## src/rtl/slice_rf_pkg.sv

```systemverilog
package slice_rf_pkg;

  // Strobes passed from the write control to the storage datapath.
  typedef struct packed {
    logic clearAll;  // synchronous clear of every stored word
    logic commit;    // a lane write lands on this edge
  } rfStrobe_t;

endpackage : slice_rf_pkg

```

## src/rtl/slice_rf_control.sv

```systemverilog
module slice_rf_control
  import slice_rf_pkg::*;
#(
  parameter int NUM_WORDS = 16,
  parameter int SLICES    = 4,
  localparam int ADDR_W   = $clog2(NUM_WORDS),
  localparam int SEL_W    = $clog2(SLICES)
) (
  input  logic                 rstN,
  input  logic                 wrEn,
  input  logic [ADDR_W-1:0]    wrAddr,
  input  logic [SEL_W-1:0]     sliceSel,
  output rfStrobe_t            strobe,
  output logic [NUM_WORDS-1:0] wordHit,
  output logic [SLICES-1:0]    laneHit
);

  logic addrIsZero;
  assign addrIsZero = (wrAddr == '0);

  // Reset wins over any write presented in the same cycle.
  always_comb begin
    strobe.clearAll = !rstN;
    strobe.commit   = rstN && wrEn && !addrIsZero;
  end

  genvar w;
  generate
    for (w = 0; w < NUM_WORDS; w++) begin : g_wordDec
      assign wordHit[w] = (wrAddr == ADDR_W'(w));
    end
  endgenerate

  genvar l;
  generate
    for (l = 0; l < SLICES; l++) begin : g_laneDec
      assign laneHit[l] = (sliceSel == SEL_W'(l));
    end
  endgenerate

endmodule : slice_rf_control

```

## src/rtl/slice_rf_datapath.sv

```systemverilog
module slice_rf_datapath
  import slice_rf_pkg::*;
#(
  parameter int NUM_WORDS  = 16,
  parameter int WORD_W     = 32,
  parameter int SLICE_W    = 8,
  parameter int READ_PORTS = 2,
  localparam int ADDR_W    = $clog2(NUM_WORDS),
  localparam int SLICES    = WORD_W / SLICE_W,
  localparam int SEL_W     = $clog2(SLICES)
) (
  input  logic                                  clk,
  input  logic                                  rstN,
  input  rfStrobe_t                             strobe,
  input  logic [NUM_WORDS-1:0]                  wordHit,
  input  logic [SLICES-1:0]                     laneHit,
  input  logic [SLICE_W-1:0]                    wrData,
  input  logic [SEL_W-1:0]                      sliceSel,
  input  logic [READ_PORTS-1:0][ADDR_W-1:0]     rdAddr,
  output logic [READ_PORTS-1:0][SLICE_W-1:0]    rdData,
  output logic [NUM_WORDS*WORD_W-1:0]           dbgArray
);

  // Each word is viewed as a packed vector of lanes; lane 0 sits at the LSBs.
  logic [SLICES-1:0][SLICE_W-1:0] wordQ [NUM_WORDS];

  genvar w;
  generate
    for (w = 0; w < NUM_WORDS; w++) begin : g_word
      if (w == 0) begin : g_hardZero
        assign wordQ[w] = '0;
      end else begin : g_store
        logic [SLICES-1:0][SLICE_W-1:0] store;
        always_ff @(posedge clk) begin
          if (strobe.clearAll) begin
            store <= '0;
          end else if (strobe.commit && wordHit[w]) begin
            for (int l = 0; l < SLICES; l++) begin
              if (laneHit[l]) store[l] <= wrData;
            end
          end
        end
        assign wordQ[w] = store;
      end
    end
  endgenerate

  // Combinational read lanes; entry zero is a constant so no special case.
  genvar p;
  generate
    for (p = 0; p < READ_PORTS; p++) begin : g_rd
      logic [SLICES-1:0][SLICE_W-1:0] sel;
      assign sel       = wordQ[rdAddr[p]];
      assign rdData[p] = sel[sliceSel];

      p_zero_read_r4 : assert property (@(posedge clk) disable iff (!rstN)
        (rdAddr[p] == '0) |-> (rdData[p] == '0))
        else $error("R4 read of entry zero not zero");
    end
  endgenerate

  always_comb begin
    for (int i = 0; i < NUM_WORDS; i++) begin
      dbgArray[i*WORD_W +: WORD_W] = wordQ[i];
    end
  end

endmodule : slice_rf_datapath

```

## src/rtl/slice_reg_file.sv

```systemverilog
module slice_reg_file
  import slice_rf_pkg::*;
#(
  parameter int NUM_WORDS  = 16,
  parameter int WORD_W     = 32,
  parameter int SLICE_W    = 8,
  parameter int READ_PORTS = 2,
  localparam int ADDR_W    = $clog2(NUM_WORDS),
  localparam int SLICES    = WORD_W / SLICE_W,
  localparam int SEL_W     = $clog2(SLICES)
) (
  input  logic                               clk,
  input  logic                               rstN,
  input  logic [SEL_W-1:0]                   sliceSel,
  input  logic [READ_PORTS-1:0][ADDR_W-1:0]  rdAddr,
  output logic [READ_PORTS-1:0][SLICE_W-1:0] rdData,
  input  logic                               wrEn,
  input  logic [ADDR_W-1:0]                  wrAddr,
  input  logic [SLICE_W-1:0]                 wrData,
  output logic [NUM_WORDS*WORD_W-1:0]        dbgArray
);

  rfStrobe_t              strobe;
  logic [NUM_WORDS-1:0]   wordHit;
  logic [SLICES-1:0]      laneHit;

  slice_rf_control #(
    .NUM_WORDS(NUM_WORDS),
    .SLICES   (SLICES)
  ) u_control (
    .rstN    (rstN),
    .wrEn    (wrEn),
    .wrAddr  (wrAddr),
    .sliceSel(sliceSel),
    .strobe  (strobe),
    .wordHit (wordHit),
    .laneHit (laneHit)
  );

  slice_rf_datapath #(
    .NUM_WORDS (NUM_WORDS),
    .WORD_W    (WORD_W),
    .SLICE_W   (SLICE_W),
    .READ_PORTS(READ_PORTS)
  ) u_datapath (
    .clk     (clk),
    .rstN    (rstN),
    .strobe  (strobe),
    .wordHit (wordHit),
    .laneHit (laneHit),
    .wrData  (wrData),
    .sliceSel(sliceSel),
    .rdAddr  (rdAddr),
    .rdData  (rdData),
    .dbgArray(dbgArray)
  );

  // Lane view of the debug port for the port-level properties below.
  logic [NUM_WORDS-1:0][SLICES-1:0][SLICE_W-1:0] dbgLanes;
  assign dbgLanes = dbgArray;

  p_clear_r9 : assert property (@(posedge clk) disable iff (!rstN)
    $past(!rstN) |-> (dbgArray == '0))
    else $error("R9 array not cleared after reset");

  p_hold_r7 : assert property (@(posedge clk) disable iff (!rstN)
    !wrEn |=> $stable(dbgArray))
    else $error("R7 storage changed without write enable");

  p_lane_write_r5 : assert property (@(posedge clk) disable iff (!rstN)
    (wrEn && wrAddr != '0) |=> (dbgLanes[$past(wrAddr)][$past(sliceSel)] == $past(wrData)))
    else $error("R5 written lane does not hold write data");

  p_entry0_r8 : assert property (@(posedge clk) disable iff (!rstN)
    1'b1 |=> (dbgLanes[0] == '0))
    else $error("R8 entry zero became nonzero");

endmodule : slice_reg_file

```

## config.mk

```make
export PLATFORM = sky130hd
export DESIGN_NAME = slice_reg_file
export DESIGN_NICKNAME = d
export VERILOG_FILES = /design/src/rtl/slice_rf_pkg.sv /design/src/rtl/slice_rf_control.sv /design/src/rtl/slice_rf_datapath.sv /design/src/rtl/slice_reg_file.sv
export SDC_FILE = /design/constraint.sdc
export NUM_CORES = 1
export LEC_CHECK = 0
export BUFFER_PORTS_ARGS = -buffer_cell sky130_fd_sc_hd__buf_4
export CELL_PAD_IN_SITES_DETAIL_PLACEMENT = 1
export CELL_PAD_IN_SITES_GLOBAL_PLACEMENT = 1
export CORE_MARGIN = 2
export CORE_UTILIZATION = 30
export CTS_BUF_LIST = sky130_fd_sc_hd__clkbuf_4 sky130_fd_sc_hd__clkbuf_8 sky130_fd_sc_hd__clkbuf_16
export CTS_CLUSTER_SIZE = 16
export DETAILED_ROUTE_END_ITERATION = 8
export GPL_TIMING_DRIVEN = 0
export PLACE_DENSITY_LB_ADDON = 0.08
export SYNTH_ARGS = -nofsm -noshare
export SYNTH_HDL_FRONTEND = slang
export SYNTH_SLANG_ARGS = --single-unit
```

## constraint.sdc

```tcl
create_clock -name clk -period 2.3 [get_ports clk]
set_input_delay 0.23 -clock clk [delete_from_list [all_inputs] [get_ports clk]]
set_output_delay 0.23 -clock clk [all_outputs]
set_load 0.05 [all_outputs]
```

==> out/summary.txt, run 1 <==
drt total wl -> 210,000 µm
number of synthesis warnings -> 0
fin worst setup slack -> -0.820 ns
CTS Buf Count -> 58
Worst-path clk slew -> 0.06 ns
die width -> 306 µm
unrepaired setup endpoints after global routing -> yes
# port buffers -> 503
first-pass GRT wire length -> 276,000 µm
Post-synth EDFFs -> 0
Netlist Area Pre-Place -> 27,400 µm²
nets -> 3,694
register area share after synthesis -> 35.0%
Core Region -> 90,300 µm²
gr usage total -> 43.4%
met3 routed WL -> 21,200 µm
Setup Crit Path Kind -> reg -> out
Peak Freq -> 321 MHz
WP data arrival -> 2.89 ns
Avg Cell Area, Syn -> 9.07 µm²
die span in y -> 306 µm
TritonCTS clock tree -> done
Period minus WS final -> 3.12 ns
RD Place Congestion -> 1.01
initial antenna violation count -> 15
met1 WL -> 82,200 µm
DR top layer -> met5
Clock Latency Late Sink -> 0.68 ns
Clock Sinks -> 480
Tcrit/Tclk final -> 136%
DR DRC count -> 0
max-cap violations -> 3
asr flop ratio synth -> 0%
leakage -> 13.5 nW
Worst Setup End Kind -> primary output
IR drop worst, VDD -> 0.000578 V
failing checks -> capacitance limit, slew limit, setup timing
Vias/cell -> 6.40
Starting Density -> 30.4%
layout cell share with drive strength beyond 1 -> 38.0%
vias -> 31,400
WL/cell -> 43.0 µm
WP data required -> 2.07 ns
Die ar. -> 93,900 µm²
CTS root buf -> clkbuf_16
post-synth cell types -> 70
Power Total -> 0.0216 W
Clock Path Buffers -> 3
I/O pin total -> 553
CP startpoint kind -> flip-flop
final setup fails -> 17
crit-path max FO -> 2
outcome -> finished, violations left
P&R area growth vs syn -> 36.7%
Slew Limit Fails -> 22
largest net degree at the start of global routing -> 16
Synth Register Bits -> 480
vias in the first global route -> 30,700
met2 routed WL -> 92,900 µm
worst-margin pin slew -> 1.57 ns
First-pass DRT Iterations -> 6
Gate Count Post-Synth -> 3,026
PwrDens -> 577 nW/µm²
ys flop type -> dfxtp_1
Clock Skew -> 0 ns
slew margin rel. -> -4.62%
endpoints failing hold -> 0
max reg flops -> 480
dpl hpwl -> 164,000 µm
pre-CTS setup slack -> -2.03 ns
CTS HTree Levels -> 2
1st-iter DRT viols -> 4,039
final global-route overflow total -> 0
ANT nets after route -> 0
Hold WC Path Type -> in -> reg
row count -> 110
Filler cells -> 10,300
-- what timing repair did --
item / 4_1_cts / 5_1_grt
endpoints found under the setup margin: 54 / 34
pin swaps: 49 / 28
gates resized for setup: 570 / 101
gates cloned: 0 / 0
hold buffers: 0 / 0
setup buffers: 36 / 12
hold endpoints to repair: 0 / 0
-- worst paths after layout --
kind / from / end / slack [ns] / cells past startpoint
max reg2reg: u_datapath.dbgArray[266] / u_datapath.dbgArray[266] / 1.16 / 2
min reg2reg: u_datapath.dbgArray[68] / u_datapath.dbgArray[68] / 0.51 / 2
max: u_datapath.dbgArray[81] / rdData[9] / -0.82 / 6
min: wrAddr[1] / u_datapath.dbgArray[129] / 0.05 / 4
-- critical path, cell delays in order, from the launching register on --
cell,delay [ns]
dfxtp_4,0.38
mux4_2,0.53
mux2_4,0.29
o22ai_2,0.16
nor3_2,0.07
or4_4,0.56
buf_8,0.18
-- final cells by class --
type                            instances  area [µm²]  area share [%]
Timing Repair Buffer                  553        4300            11.5
Clock buffer                           79        1680            4.47
Clock inverter                         25         287           0.764
Buffer                                352        2350            6.28
Antenna cell                            6        15.0          0.0400
Sequential cell                       480        9990            26.6
Multi-Input combinational cell       2219       17400            46.3
Tap cell                             1176        1470            3.92
Inverter                                5        25.0          0.0667
-- cell families (layout without fill, tap and decap cells) --
kind of cell / after synthesis / after routing / share of synthesized area (%)
buffers and inverters: 358 / 1014 / 6.94
DFF: 480 / 480 / 35.0
muxes: 303 / 303 / 19.3
and+or+nand+nor: 879 / 879 / 13.9
AOI/OAI and AO/OA: 1005 / 1005 / 24.8
other: 1 / 38 / 0.0137
-- cell usage after synthesis (all sizes together) (3+ instances only) --
| library cell | n | share of area [%] |
|---|---|---|
| buf | 122 | 3.0 |
| nor4 | 5 | 0.11 |
| inv | 3 | 0.041 |
| nor2b | 15 | 0.34 |
| a211o | 3 | 0.096 |
| and2b | 3 | 0.087 |
| o221ai | 14 | 0.45 |
| and3 | 4 | 0.091 |
| nand2 | 528 | 7.2 |
| o21ai | 342 | 6.2 |
| a221oi | 54 | 1.7 |
| or4bb | 3 | 0.12 |
| o211ai | 14 | 0.38 |
| a21boi | 480 | 13 |
| mux4 | 169 | 14 |
| nand3b | 3 | 0.082 |
| or2b | 4 | 0.12 |
| o211a | 4 | 0.15 |
| or2 | 4 | 0.091 |
| o41ai | 3 | 0.096 |
| nor3b | 4 | 0.16 |
| a221o | 6 | 0.22 |
| o22ai | 23 | 0.55 |
| nand2b | 15 | 0.34 |
| a2111oi | 14 | 0.45 |
| mux2i | 62 | 2.3 |
| nor3 | 16 | 0.29 |
| or3 | 3 | 0.068 |
| dfxtp | 480 | 35 |
| clkbuf | 231 | 3.9 |
| nor2 | 82 | 1.1 |
| a21oi | 9 | 0.16 |
| a31oi | 7 | 0.16 |
| mux2 | 72 | 3.0 |
| a22oi | 18 | 0.49 |
| nand3 | 177 | 3.2 |
-- cells in the final DEF, fill, tap and decap left out, types with 15 or more instances in the layout --
cell,instances
o21ai_0,327
a221oi_1,16
nor2_1,76
conb_1,32
dfxtp_2,129
a21boi_0,474
nand3_1,173
dfxtp_1,292
mux4_2,162
clkbuf_1,180
nand2_1,527
buf_4,577
clkbuf_8,26
a221oi_2,27
mux2i_4,15
clkbuf_2,20
clkinv_2,15
mux2_2,69
nand2b_1,15
clkbuf_4,21
mux2i_1,42
dfxtp_4,59
buf_6,42
clkbuf_16,61
-- stage by stage --
stage	std cells	hold slack [ns]	utilization [%]	setup TNS, ns	instance area, µm²
floorplan	3057	0.480	-	-0.236	27600
global placement	4736	0.500	36.4	-152.20	32900
detailed placement	4738	0.511	36.5	-153.71	32900
CTS	4878	0.0151	41.0	-8.59	37000
global route	4889	0.0596	41.5	-8.59	37500
finish	4895	0.0453	41.5	-9.30	37500
-- report_power, final --
group | switching, W | internal, W | total (W) | leakage, nW
Clock | 0.00426 | 0.00565 | 0.00991 | 0.980
Sequential | 0.0000396 | 0.00826 | 0.00830 | 3.98
Combinational | 0.00249 | 0.000935 | 0.00343 | 8.52
-- metal layers --
| layer | track usage, % | up-vias |
|---|---|---|
| li1 | - | 12300 |
| met1 | 55.3 | 16200 |
| met2 | 66.8 | 2278 |
| met3 | 10.3 | 550 |
| met4 | 25.5 | 8 |
| met5 | 0 | - |
(Power assumes the default switching activity.)
==> run 2, diff against run 1 <==
--- a/config.mk
+++ b/config.mk
@@ -13,6 +13,7 @@
 export CTS_BUF_LIST = sky130_fd_sc_hd__clkbuf_4 sky130_fd_sc_hd__clkbuf_8 sky130_fd_sc_hd__clkbuf_16
 export CTS_CLUSTER_SIZE = 16
 export DETAILED_ROUTE_END_ITERATION = 8
+export GPL_ROUTABILITY_DRIVEN = 0
 export GPL_TIMING_DRIVEN = 0
 export PLACE_DENSITY_LB_ADDON = 0.08
 export SYNTH_ARGS = -nofsm -noshare
==> constraint.sdc (replaced) <==
create_clock -name clk -period 2.3 [get_ports clk]
set_input_delay 0.23 -clock clk [delete_from_list [all_inputs] [get_ports clk]]
set_output_delay 0.23 -clock clk [all_outputs]
set_load 0.1 [all_outputs]
==> run 2 against run 1 <==
The flow still finishes with violations (capacitance limit, slew limit, setup timing). Final cell count barely moved. Combinational power rose by 6%. First-iteration DRC count rose by 14%. Hold slack got worse by 0.0054 ns. Sequential share of layout area rose by 0.79 points. Die area did not move. Flip-flop and latch count did not move. Largest power group unchanged. Critical path type unchanged.
==> out/summary.txt, run 2 (synthesized netlist as in run 1, its figures left out) <==
CTS Buf Count -> 59
1st-iter DRT viols -> 4,616
die width -> 306 µm
WP data required -> 2.07 ns
PwrDens -> 587 nW/µm²
slew margin rel. -> -9.98%
dpl hpwl -> 154,000 µm
# port buffers -> 503
IR drop worst, VDD -> 0.000596 V
P&R area growth vs syn -> 37.1%
Clock Skew -> 0 ns
largest net degree at the start of global routing -> 16
part of the power in the clock network -> 46.0%
Worst Setup End Kind -> primary output
final setup fails -> 16
nets -> 3,688
Vias/cell -> 6.43
unrepaired setup endpoints after global routing -> yes
TritonCTS clock tree -> done
max-cap violations -> 5
Clock Path Buffers -> 3
hold path start -> wrAddr[1]
first-pass GRT wire length -> 264,000 µm
Worst R2R Path Depth -> 3
Final TNS setup -> -9.14 ns
vias -> 31,500
layout cell share with drive strength beyond 1 -> 44.6%
Min-Delay Endpoint -> u_datapath.dbgArray[129]
Hold WC Path Type -> in -> reg
setup slack, reg-to-reg -> 1.36 ns
gr usage total -> 40.9%
failing checks -> capacitance limit, slew limit, setup timing
drt total wl -> 198,000 µm
commonest non-fill, non-tap cell in the layout -> buf_4
max reg flops -> 480
Peak Freq -> 327 MHz
pre-CTS setup slack -> -1.66 ns
vias in the first global route -> 30,900
row count -> 110
Starting Density -> 30.4%
Clock Sinks -> 480
Slew Limit Fails -> 55
CTS HTree Levels -> 2
WP data arrival -> 2.83 ns
WHS -> 0.0399 ns
Tcrit/Tclk final -> 133%
final global-route overflow total -> 0
endpoints failing hold -> 0
Int Pwr -> 0.0151 W
CP startpoint kind -> flip-flop
leakage -> 13.6 nW
I/O pin total -> 553
sequential share of power -> 37.6%
First-pass DRT Iterations -> 6
post-route design area -> 37,600 µm²
Post-DP Area -> 33,600 µm²
r2r endpoint -> u_datapath.dbgArray[319]
WHS Path Cells -> 4
CTS root buf -> clkbuf_16
ANT nets after route -> 0
Period minus WS final -> 3.06 ns
initial antenna violation count -> 11
Worst-path clk slew -> 0.06 ns
outcome -> finished, violations left
die span in y -> 306 µm
Die ar. -> 93,900 µm²
r2r startpoint -> u_datapath.dbgArray[319]
DR DRC count -> 0
WL/cell -> 40.5 µm
net load switching power -> 0.00694 W
fin worst setup slack -> -0.762 ns
Net Sw Frac -> 31.4%
Core Region -> 90,300 µm²
Clock Latency Late Sink -> 0.66 ns
commonest non-fill, non-tap cells in the layout -> buf_4, nand2_1, a21boi_0, dfxtp_2, o21ai_0
worst-margin pin slew -> 1.65 ns
combinational power share -> 16.4%
Setup Crit Path Kind -> reg -> out
crit-path max FO -> 4
-- run 2: through the flow --
step	cells	total power (W)	util (%)
finish	4896	0.0221	41.7
global route	4889	0.0223	41.6
CTS	4866	0.0218	41.1
detailed placement	4736	0.0116	37.3
global placement	4736	0.0116	37.3
floorplan	3057	0.0104	-
-- run 2: how the worst max path moves through the flow --
| stage | from | end | slack, ns | cells after the start |
|---|---|---|---|---|
| CTS | u_datapath.dbgArray[497] | rdData[9] | -0.71 | 6 |
| global route | u_datapath.dbgArray[465] | rdData[9] | -0.74 | 6 |
| floorplan | rdAddr[4] | rdData[14] | -0.30 | 9 |
| detailed placement | rdAddr[1] | rdData[2] | -1.66 | 7 |
| finish | u_datapath.dbgArray[57] | rdData[9] | -0.76 | 6 |
| global placement | rdAddr[1] | rdData[2] | -1.58 | 7 |
-- run 2: worst max-delay path: stages, from the launching register on --
cell	delay, ns
dfxtp_2	0.36
mux2_2	0.27
a221o_1	0.37
o211ai_1	0.15
a31oi_2	0.18
or4_4	0.63
buf_12	0.21
-- run 2: power groups by stage --
stage                     registers, W  clock network (W)  logic, W
after floorplan                0.00864                  0   0.00173
after global placement         0.00853                  0   0.00306
after global routing           0.00831             0.0104   0.00357
final                          0.00831             0.0101   0.00362
after CTS                      0.00832             0.0101   0.00338
after detailed placement       0.00853                  0   0.00310
-- run 2: area by class of cell --
class | instances | area, µm²
Sequential cell | 480 | 10300
Multi-Input combinational cell | 2219 | 17100
Clock inverter | 27 | 287
Fill cell | 10200 | 52700
Clock buffer | 84 | 1770
Timing Repair Buffer | 547 | 4310
Antenna cell | 7 | 17.5
Tap cell | 1176 | 1470
Inverter | 5 | 21.3
Buffer | 351 | 2320
-- run 2: metal layers --
layer	up-vias	global-route usage, %	share of wire [%]
li1	12300	-	-
met1	15900	50.0	37
met2	2488	61.8	43
met3	745	12.8	12
met4	4	26.8	8.1
met5	-	0	0.013
-- run 2: repair_timing --
action,in CTS,in global routing
hold buffers,0,0
pin swaps,37,24
setup endpoints to repair,53,23
cloned,0,0
setup buffers,20,24
resized for setup,325,63
endpoints found under the hold margin,0,0
